===== src/rtl/sram_ctl_pkg.sv =====
package sram_ctl_pkg;

   typedef enum logic [1:0] {
      OP_NONE  = 2'd0,
      OP_READ  = 2'd1,
      OP_WRITE = 2'd2
   } op_e;

   // Registered control bundle captured at each rising edge.
   typedef struct packed {
      logic sel_a_n;
      logic sel_b;
      logic sel_c_n;
      logic pstb_n;
      logic cstb_n;
      logic gwr_n;
      logic bwr_n;
      logic sleep;
   } ctl_t;

   localparam ctl_t CTL_IDLE = '{sel_a_n: 1'b1, sel_b: 1'b0, sel_c_n: 1'b1,
                                 pstb_n: 1'b1, cstb_n: 1'b1, gwr_n: 1'b1,
                                 bwr_n: 1'b1, sleep: 1'b0};

endpackage


===== src/rtl/sram_in_stage.sv =====
module sram_in_stage
   import sram_ctl_pkg::*;
#(
   parameter int ADDR_W = 6,
   parameter int LANES  = 4,
   parameter int LANE_W = 8,
   localparam int DATA_W = LANES * LANE_W
) (
   input  logic              clk,
   input  logic              rst_n,
   input  ctl_t              ctl_d,
   input  logic [LANES-1:0]  lane_d,
   input  logic [ADDR_W-1:0] addr_d,
   input  logic [DATA_W-1:0] data_d,
   output ctl_t              ctl_q,
   output logic [LANES-1:0]  lane_q,
   output logic [ADDR_W-1:0] addr_q,
   output logic [DATA_W-1:0] data_q
);

   always_ff @(posedge clk or negedge rst_n) begin
      if (!rst_n) begin
         ctl_q  <= CTL_IDLE;
         lane_q <= '1;
         addr_q <= '0;
         data_q <= '0;
      end else begin
         ctl_q  <= ctl_d;
         lane_q <= lane_d;
         addr_q <= addr_d;
         data_q <= data_d;
      end
   end

endmodule


===== src/rtl/sram_wake_ctl.sv =====
module sram_wake_ctl #(
   parameter int WAKE_CYCLES = 3,
   localparam int CNT_W = $clog2(WAKE_CYCLES + 1)
) (
   input  logic clk,
   input  logic rst_n,
   input  logic sleep_q,
   output logic waking
);

   logic [CNT_W-1:0] cnt;

   // Reloaded while asleep, counts down once sleep is sampled low.
   always_ff @(posedge clk or negedge rst_n) begin
      if (!rst_n)
         cnt <= '0;
      else if (sleep_q)
         cnt <= CNT_W'(WAKE_CYCLES);
      else if (cnt != '0)
         cnt <= cnt - 1'b1;
   end

   assign waking = (cnt != '0);

   assert_wake_start_R10: assert property (@(posedge clk) disable iff (!rst_n)
      $fell(sleep_q) |-> waking);

   assert_wake_end_R10: assert property (@(posedge clk) disable iff (!rst_n)
      (cnt == CNT_W'(1) && !sleep_q) |=> !waking);

endmodule


===== src/rtl/sram_access_dec.sv =====
module sram_access_dec
   import sram_ctl_pkg::*;
#(
   parameter int LANES = 4
) (
   input  ctl_t             ctl_q,
   input  logic [LANES-1:0] lane_q,
   input  logic             waking,
   input  logic             burst_q,
   output op_e              op,
   output logic [LANES-1:0] lane_we,
   output logic             burst_d,
   output logic             quiet
);

   logic wr_req;
   logic sel_all;
   logic p_start;

   always_comb begin
      wr_req  = !ctl_q.gwr_n || (!ctl_q.bwr_n && !(&lane_q));
      sel_all = !ctl_q.sel_a_n && ctl_q.sel_b && !ctl_q.sel_c_n;
      p_start = !ctl_q.pstb_n && !ctl_q.sel_a_n;
      quiet   = ctl_q.sleep || waking;
      op      = OP_NONE;
      burst_d = burst_q;
      if (quiet) begin
         burst_d = 1'b0;
      end else if (p_start) begin
         op      = OP_READ;
         burst_d = 1'b1;
      end else if (!ctl_q.cstb_n) begin
         burst_d = sel_all;
         if (sel_all)
            op = wr_req ? OP_WRITE : OP_READ;
      end else if (ctl_q.pstb_n && burst_q) begin
         op = wr_req ? OP_WRITE : OP_READ;
      end
   end

   for (genvar i = 0; i < LANES; i++) begin : g_mask
      assign lane_we[i] = (op == OP_WRITE) &&
                          (!ctl_q.gwr_n || (!ctl_q.bwr_n && !lane_q[i]));
   end

endmodule


===== src/rtl/sram_lane_array.sv =====
module sram_lane_array #(
   parameter int ADDR_W = 6,
   parameter int LANES  = 4,
   parameter int LANE_W = 8,
   localparam int DATA_W = LANES * LANE_W,
   localparam int DEPTH  = 1 << ADDR_W
) (
   input  logic              clk,
   input  logic [LANES-1:0]  lane_we,
   input  logic [ADDR_W-1:0] addr,
   input  logic [DATA_W-1:0] wdata,
   output logic [DATA_W-1:0] rdata
);

   for (genvar i = 0; i < LANES; i++) begin : g_lane
      logic [LANE_W-1:0] mem [DEPTH];

      always_ff @(posedge clk) begin
         if (lane_we[i])
            mem[addr] <= wdata[i*LANE_W +: LANE_W];
      end

      assign rdata[i*LANE_W +: LANE_W] = mem[addr];
   end

endmodule


===== src/rtl/sram_sync_core.sv =====
module sram_sync_core
   import sram_ctl_pkg::*;
#(
   parameter int ADDR_W      = 6,
   parameter int LANES       = 4,
   parameter int LANE_W      = 8,
   parameter int WAKE_CYCLES = 3,
   localparam int DATA_W     = LANES * LANE_W
) (
   input  logic              clk,
   input  logic              rst_n,
   input  logic [ADDR_W-1:0] addr,
   input  logic [DATA_W-1:0] dq_in,
   output logic [DATA_W-1:0] dq_out,
   output logic              dq_en,
   input  logic              sel_a_n,
   input  logic              sel_b,
   input  logic              sel_c_n,
   input  logic              pstb_n,
   input  logic              cstb_n,
   input  logic              gwr_n,
   input  logic              bwr_n,
   input  logic [LANES-1:0]  lane_n,
   input  logic              oe_n,
   input  logic              sleep
);

   // Elaboration-time parameter checks.
   if (ADDR_W < 1 || ADDR_W > 12) begin : g_bad_addr
      $error("ADDR_W must lie in 1..12");
   end
   if (LANES < 1 || LANE_W < 1) begin : g_bad_lane
      $error("LANES and LANE_W must be positive");
   end
   if (WAKE_CYCLES < 1) begin : g_bad_wake
      $error("WAKE_CYCLES must be at least 1");
   end

   ctl_t              ctl_d, ctl_q;
   logic [LANES-1:0]  lane_q, lane_we;
   logic [ADDR_W-1:0] addr_q;
   logic [DATA_W-1:0] data_q, rd_word, rd_word_q;
   logic              waking, quiet, burst_q, burst_d, rd_valid;
   op_e               op;

   assign ctl_d = '{sel_a_n: sel_a_n, sel_b: sel_b, sel_c_n: sel_c_n,
                    pstb_n: pstb_n, cstb_n: cstb_n, gwr_n: gwr_n,
                    bwr_n: bwr_n, sleep: sleep};

   sram_in_stage #(.ADDR_W(ADDR_W), .LANES(LANES), .LANE_W(LANE_W)) u_in (
      .clk(clk), .rst_n(rst_n), .ctl_d(ctl_d), .lane_d(lane_n),
      .addr_d(addr), .data_d(dq_in), .ctl_q(ctl_q), .lane_q(lane_q),
      .addr_q(addr_q), .data_q(data_q));

   sram_wake_ctl #(.WAKE_CYCLES(WAKE_CYCLES)) u_wake (
      .clk(clk), .rst_n(rst_n), .sleep_q(ctl_q.sleep), .waking(waking));

   sram_access_dec #(.LANES(LANES)) u_dec (
      .ctl_q(ctl_q), .lane_q(lane_q), .waking(waking), .burst_q(burst_q),
      .op(op), .lane_we(lane_we), .burst_d(burst_d), .quiet(quiet));

   sram_lane_array #(.ADDR_W(ADDR_W), .LANES(LANES), .LANE_W(LANE_W)) u_arr (
      .clk(clk), .lane_we(lane_we), .addr(addr_q), .wdata(data_q),
      .rdata(rd_word));

   always_ff @(posedge clk or negedge rst_n) begin
      if (!rst_n) begin
         burst_q   <= 1'b0;
         rd_valid  <= 1'b0;
         rd_word_q <= '0;
      end else begin
         burst_q  <= burst_d;
         rd_valid <= (op == OP_READ);
         if (op == OP_READ)
            rd_word_q <= rd_word;
      end
   end

   assign dq_en  = rd_valid && !oe_n;
   assign dq_out = dq_en ? rd_word_q : '0;

   assert_pstart_read_R5: assert property (@(posedge clk) disable iff (!rst_n)
      (!quiet && !ctl_q.pstb_n && !ctl_q.sel_a_n) |-> (op == OP_READ && lane_we == '0));

   assert_global_all_R3: assert property (@(posedge clk) disable iff (!rst_n)
      (op == OP_WRITE && !ctl_q.gwr_n) |-> (&lane_we));

   assert_lane_map_R2: assert property (@(posedge clk) disable iff (!rst_n)
      (op == OP_WRITE && ctl_q.gwr_n) |-> (lane_we == ~lane_q));

   assert_desel_end_R6: assert property (@(posedge clk) disable iff (!rst_n)
      (!ctl_q.cstb_n && (ctl_q.sel_a_n || !ctl_q.sel_b || ctl_q.sel_c_n) &&
       !(!ctl_q.pstb_n && !ctl_q.sel_a_n)) |=> !burst_q);

   assert_pstart_ignored_R7: assert property (@(posedge clk) disable iff (!rst_n)
      (!ctl_q.pstb_n && ctl_q.sel_a_n && ctl_q.cstb_n) |-> (op == OP_NONE));

   assert_sleep_nowrite_R10: assert property (@(posedge clk) disable iff (!rst_n)
      quiet |-> (lane_we == '0));

   assert_sleep_undriven_R10: assert property (@(posedge clk) disable iff (!rst_n)
      quiet |=> !dq_en);

   assert_drive_after_read_R8: assert property (@(posedge clk) disable iff (!rst_n)
      dq_en |-> $past(op == OP_READ));

endmodule


===== config.mk =====
export PLATFORM = sky130hd
export DESIGN_NAME = sram_sync_core
export DESIGN_NICKNAME = d
export VERILOG_FILES = /design/src/rtl/sram_ctl_pkg.sv /design/src/rtl/sram_in_stage.sv /design/src/rtl/sram_wake_ctl.sv /design/src/rtl/sram_access_dec.sv /design/src/rtl/sram_lane_array.sv /design/src/rtl/sram_sync_core.sv
export SDC_FILE = /design/constraint.sdc
export NUM_CORES = 2
export LEC_CHECK = 0
export ABC_AREA = 1
export BUFFER_PORTS_ARGS = -buffer_cell sky130_fd_sc_hd__buf_2
export CELL_PAD_IN_SITES_DETAIL_PLACEMENT = 1
export CELL_PAD_IN_SITES_GLOBAL_PLACEMENT = 2
export CORE_MARGIN = 2
export CORE_UTILIZATION = 45
export CTS_BUF_LIST = sky130_fd_sc_hd__clkbuf_16
export DETAILED_ROUTE_END_ITERATION = 7
export GPL_ROUTABILITY_DRIVEN = 0
export HOLD_SLACK_MARGIN = 0.02
export PLACE_DENSITY = 0.82
export SYNTH_ARGS = -nofsm -noshare
export SYNTH_HDL_FRONTEND = slang
export SYNTH_HIERARCHICAL = 1
export SYNTH_SLANG_ARGS = --single-unit
export TNS_END_PERCENT = 50

===== constraint.sdc =====
create_clock -name clk -period 4.41 [get_ports clk]
set_clock_uncertainty 0.1 [all_clocks]
set_input_delay 0.882 -clock clk [delete_from_list [all_inputs] [get_ports clk]]
set_output_delay 0.882 -clock clk [all_outputs]
set_load 0.02 [all_outputs]

Word level (Yosys, flattened, before mapping)
Memories as Yosys holds them, arrays and structs flattened. A register that Yosys moved wholly into a read port is not among the register bits.
Cells that the tools add are included.
Widths: inputs -> output; s select.
{"block": "word_totals", "memories": 4, "ram_bits": 2048, "reg_bits": 54, "word_cells": 80}
{"name": "u_arr.g_lane[0].mem", "depth": 64, "word_bits": 8, "rd": 1, "rd_clocked_by_memory_dff": 1, "write_ports": 1, "line_no": "sram_lane_array.sv:16", "source": "logic [LANE_W-1:0] mem [DEPTH];"}
{"name": "u_arr.g_lane[1].mem", "depth": 64, "word_bits": 8, "rd": 1, "rd_clocked_by_memory_dff": 1, "write_ports": 1, "line_no": "sram_lane_array.sv:16"}
{"name": "u_arr.g_lane[2].mem", "depth": 64, "word_bits": 8, "rd": 1, "rd_clocked_by_memory_dff": 1, "write_ports": 1, "line_no": "sram_lane_array.sv:16"}
{"name": "u_arr.g_lane[3].mem", "depth": 64, "word_bits": 8, "rd": 1, "rd_clocked_by_memory_dff": 1, "write_ports": 1, "line_no": "sram_lane_array.sv:16"}
{"block": "classes", "n_mux": 20, "add_sub_neg": 1, "n_eq_ne": 3, "n_reduce_logical": 38}
{"op": "$mux 32", "n": 1}
{"op": "$mux 2", "n": 8}
{"op": "$logic_not 1->1", "n": 15}
{"op": "$logic_and 1x1->1", "n": 14}
{"op": "$mux 1", "n": 11}
{"op": "$logic_or 1x1->1", "n": 6}
{"op": "$reduce_and 4->1", "n": 1}
{"op": "$reduce_bool 2->1", "n": 2}
{"op": "$ne 3x2->1 const B", "n": 1}
{"op": "$eq 2x1->1 const B", "n": 1}
{"op": "$eq 2x2->1 const B", "n": 1}
{"op": "$sub 2x1->2 const B", "n": 1}

Depth between registers and ports, before layout
{"block": "depth", "depth_word": 13, "mapped_depth": 17, "depth_no_buf": 13}

By module
The synthesis kept the hierarchy.
{"module": "sram_lane_array", "instances": 1, "area_each_um2": 87133.6, "cells_per_inst": 8691, "seq_area_each_um2": 61499.0}
{"module": "sram_sync_core", "instances": 1, "area_each_um2": 1731.7, "cells_per_inst": 213, "seq_area_each_um2": 850.8}
{"module": "sram_in_stage", "instances": 1, "area_each_um2": 1263.7, "cells_per_inst": 50, "seq_area_each_um2": 1263.7}
{"module": "sram_access_dec", "instances": 1, "area_each_um2": 190.2, "cells_per_inst": 37, "seq_area_each_um2": 0.0}
{"module": "sram_wake_ctl", "instances": 1, "area_each_um2": 106.4, "cells_per_inst": 14, "seq_area_each_um2": 50.0}

Worst setup path after synthesis
OpenSTA, ideal clock, no wires.
{"block": "synth_timing", "path_kind": "input port to output port", "start": "input port oe_n", "end": "output port dq_out[22]", "t_required_ns": 3.428, "n_path_buf": 1, "cell_stages": 4, "arrival_ns": 1.429, "slack_ns": 1.999, "path_cell_list": "inv_2 -> nand2_2 -> buf_2 -> nor2_1"}
{"block": "synth_between", "elab_chain_cells": 3}
{"element": "start: declaration", "line_no": "sram_sync_core.sv:24", "source": "input logic oe_n,"}
{"element": "$logic_not 1->1", "line_no": "sram_sync_core.sv:79", "source": "assign dq_en = rd_valid && !oe_n;"}
{"element": "$logic_and 1x1->1", "line_no": "sram_sync_core.sv:79"}
{"element": "$mux 32", "line_no": "sram_sync_core.sv:80", "source": "assign dq_out = dq_en ? rd_word_q : '0;"}
{"element": "end: declaration", "line_no": "sram_sync_core.sv:14", "source": "output logic [DATA_W-1:0] dq_out,"}
Every way passes these cells.

Final worst setup path
{"block": "layout_timing", "start": "register u_wake.cnt[0]", "end": "memory u_arr.g_lane[3].mem[49][5] (enable)"}
{"block": "layout_between", "elab_chain_cells": 7}
{"element": "start: declaration", "line_no": "sram_wake_ctl.sv:11", "source": "logic [CNT_W-1:0] cnt;"}
{"element": "start signal: assignment", "line_no": "sram_wake_ctl.sv:18", "source": "cnt <= CNT_W'(WAKE_CYCLES);"}
{"element": "start signal: assignment", "line_no": "sram_wake_ctl.sv:20", "source": "cnt <= cnt - 1'b1;"}
{"element": "$reduce_bool 2->1", "line_no": "sram_wake_ctl.sv:23", "source": "assign waking = (cnt != '0);"}
{"element": "net waking", "line_no": "sram_sync_core.sv:43", "source": "logic waking, quiet, burst_q, burst_d, rd_valid;"}
{"element": "$logic_or 1x1->1", "line_no": "sram_access_dec.sv:24", "source": "quiet = ctl_q.sleep || waking;"}
{"element": "net quiet", "line_no": "sram_sync_core.sv:43"}
{"element": "$mux 2", "line_no": "sram_access_dec.sv:27", "source": "if (quiet) begin"}
{"element": "$eq 2x2->1", "line_no": "sram_access_dec.sv:42", "source": "assign lane_we[i] = (op == OP_WRITE) &&"}
{"element": "$logic_and 1x1->1", "line_no": "sram_access_dec.sv:42"}
{"element": "net lane_we[3]", "line_no": "sram_sync_core.sv:40", "source": "logic [LANES-1:0] lane_q, lane_we;"}
{"element": "$mux 1", "line_no": "sram_lane_array.sv:19", "source": "if (lane_we[i])"}
{"element": "$mux 1 (not written as such)", "line_no": "sram_lane_array.sv:20", "source": "mem[addr] <= wdata[i*LANE_W +: LANE_W];"}
{"element": "end: declaration", "line_no": "sram_lane_array.sv:16"}
The timed path passes the listed nets, and every way through them passes these cells.

==> reports/results.txt <==
Fmax achieved - 264 MHz
Max-Cap Viols - 0
Top-Level Pins - 86
Syn. warnings - 6
core area - 0.200 mm²
Final #Nets - 9234
power after layout - 43.8 mW
worst skew pair latency - 0.89 ns
H-tree levels - 4
minimum clock period - 3.78 ns
number of global-route vias before repair - 65.9k
most frequent CP cell - nor2_1
leakage - 42.9 nW
top routing layer used - met5
CP max FO - 23
Global Route Usage Sum - 29.6%
Filler cells - 21.9k
final setup TNS - 0 ns
Worst R2R Start - u_wake/cnt[0]
wire per inst - 25.1 µm
root buf cell - clkbuf_16
routed wl met2 - 142000 µm
Comb pwr share - 5.9%
Rows - 164
Crit path largest cell delay - 1.00 ns
register share of total power - 52.0%
WP buf/inv - 5
P&R area growth vs syn - 12.7%
Setup-failing EPs final - 0
cells resized by post-CTS repair - 0
Slowest-stage cell, CP - nor2_1
Min-Delay Path Class - in2reg
syn nets - 9059
Worst Min Path Start - dq_in[4]
crit-path leading delay family - simple AND/OR/NAND/NOR gates
Initial Util - 45.3%
unrepaired setup endpoints after global routing - no
Worst-path clk slew - 0.06 ns
Synth async-reset ratio - 4.03%
crit path kind - reg2reg
hold path cells - 1
worst rel slew slack - 7.49%
CTS tree - yes
Netlist cell types - 30
post-synthesis sequential area ratio - 70.4%
critical path, cell by cell - inv_1 > ha_1 > inv_2 > nor2_1 > inv_1 > nor2_2 > nand3_2 > nor2_1 > inv_2 > buf_4 > nor2_1
FF-to-FF End - u_arr/g_lane[3].mem[49][5]
height of the chip - 452 µm
fraction of layout cells with a size suffix above 1 - 8.41%
multi-input logic area - 0.0241 mm²
cell area after synthesis - 0.0904 mm²
Final Hold Viols - 0
Post-synth top cells - nand2_1 (5835), edfxtp_1 (2048), nor2_1 (376)
M1 WL - 130000 µm
Avg Inst Size Synth - 10.0 µm²
Setup crit end kind - flip-flop
CP arrival - 4.16 ns
Final Slew Violations - 0
reg2reg path depth - 11
cell taking the most area after synthesis - edfxtp_1
largest net degree at the start of global routing - 188
DRC Markers - 0
Vias/cell - 5.32
fin crit share - 85.8%
DR pass1 iterations - 5
FF/Latch Area - 0.0637 mm²
Required @ worst endpoint - 4.79 ns
CP startpoint kind - flip-flop
Mapped Cells - 9005
flop2flop setup slack - 0.63 ns
PortBufs - 85
detailed-route via count - 64.0k
most area-consuming cells after synthesis - edfxtp_1 (68%), nand2_1 (24%), dfrtp_1 (2.1%)
initial DRC count - 5859
placed insts - 11.6k
CTS Buf Count - 225
status - complete, no violations
switching share of total power - 23.7%
post-route ant nets - 0
GR Overflow Total - 0
setup bufs post-CTS - 0
Net Sw Power - 10.4 mW
Yosys top cell area share - 68.0%
met3 WL post-DR - 17000 µm
clk buf depth - 3
Layout Utilization - 51.0%
EDFF count, synth - 2048
die area - 0.205 mm²
cell with the most instances after synthesis - nand2_1
Top FF cell, synth - edfxtp_1
initial antenna violation count - 14
Routed WL - 302000 µm
width of the die - 452 µm
first-pass GRT wire length - 443000 µm
Hold WS - 0.0824 ns
WHS Endpoint - u_in/data_q[4]
pwr dens - 429 mW/mm²
TritonCTS sink count - 2134
Yosys reg bits - 2134
Max VDD drop - 0.347 mV
Final HPWL DP - 184000 µm
fin cells - 12.0k
Worst Tran Pin Value - 1.38 ns
power share of the clock group - 42.1%
Pint - 33.4 mW
## worst register-to-register path, stage by stage, from the launching register on
cell     delay [ns]
dfrtp_1        0.37
inv_1          0.08
ha_1           0.20
inv_2          0.06
nor2_1         0.10
inv_1          0.11
nor2_2         0.12
nand3_2        0.13
nor2_1         0.28
inv_2          0.37
buf_4          0.45
nor2_1         1.01
## layout by cell type, fill, tap and decap left out, drive strengths merged
| cell | synthesis | layout |
|---|---|---|
| nand2 | 5866 | 5866 |
| a21oi | 4 | 4 |
| ha | 1 | 1 |
| clkbuf | 134 | 230 |
| dlygate4sd3 | 0 | 42 |
| o211ai | 5 | 5 |
| buf | 331 | 371 |
| diode | 0 | 4 |
| edfxtp | 2048 | 2048 |
| clkinvlp | 0 | 3 |
| nor3 | 8 | 8 |
| o21ai | 9 | 9 |
| inv | 73 | 137 |
| dfrtp | 76 | 76 |
| or2 | 6 | 6 |
| clkinv | 2 | 103 |
| bufinv | 0 | 18 |
| nand3 | 43 | 43 |
| dfstp | 10 | 10 |
| nor2 | 389 | 389 |
## registers in the layout (all words and copies together), names as in the netlist
name,flops
u_in/addr_q,6
u_in/data_q,32
rd_word_q,32
burst_q,1
rd_valid,1
u_arr/g_lane.mem,2048
u_wake/cnt,2
u_in/ctl_q,8
u_in/lane_q,4
## worst max-delay path by stage
stage / endpoint / slack [ns] / depth (start not counted) / startpoint
after floorplan: dq_out[22] / 2.00 / 4 / oe_n
after global placement: u_arr/g_lane[3].mem[49][0] / 0.65 / 11 / u_wake/cnt[0]
after detailed placement: u_arr/g_lane[3].mem[49][5] / 0.69 / 11 / u_wake/cnt[0]
after CTS: u_arr/g_lane[3].mem[49][5] / 0.66 / 11 / u_wake/cnt[0]
after global routing: u_arr/g_lane[3].mem[49][5] / 0.54 / 11 / u_wake/cnt[0]
final: u_arr/g_lane[3].mem[49][5] / 0.63 / 11 / u_wake/cnt[0]
## per-stage QoR
step	area, µm²	setup slack (ns)
floorplan	90400	2.00
global placement	94400	0.653
detailed placement	94400	0.692
CTS	102000	0.659
global route	102000	0.543
finish	102000	0.625
## timing repair
item	4_1_cts	5_1_grt
hold endpoints to repair	62	0
endpoints found under the setup margin	0	0
hold buffers	42	0
## layer usage
metal	track usage, %	vias up
met4	12.1	6
met3	3.97	449
met5	0	-
met2	48.0	1757
met1	40.2	32500
li1	-	29300
## cell families (layout without fill, tap and decap cells)
logic type               count (synthesis)  in the layout  synth area share (%)
AND/OR/NAND/NOR                       6312           6312                  26.4
other                                    0              4                     0
buffers and inverters                  540            904                  3.00
flip-flops                            2134           2134                  70.4
adder cells (fa/ha/maj)                  1              1                0.0138
AO/OA/AOI/OAI                           18             18                 0.143
## layout make-up
cell class / count / area share, %
multi-input combinational: 6331 / 23.7
inverter: 75 / 0.318
sequential: 2134 / 62.5
clock buffer: 230 / 5.65
tap: 2656 / 3.26
timing repair buffer: 413 / 3.25
clock inverter: 186 / 1.31
antenna: 4 / 0.00982
## power groups by stage
stage                     sequential (mW)  combinational, mW  clock, mW
after floorplan                      22.9               1.49          0
after global placement               23.2               2.47          0
after detailed placement             23.2               2.52          0
after CTS                            22.8               2.56       18.7
after global routing                 22.8               2.83       19.4
final                                22.8               2.56       18.4
(Power assumes the default switching activity.)
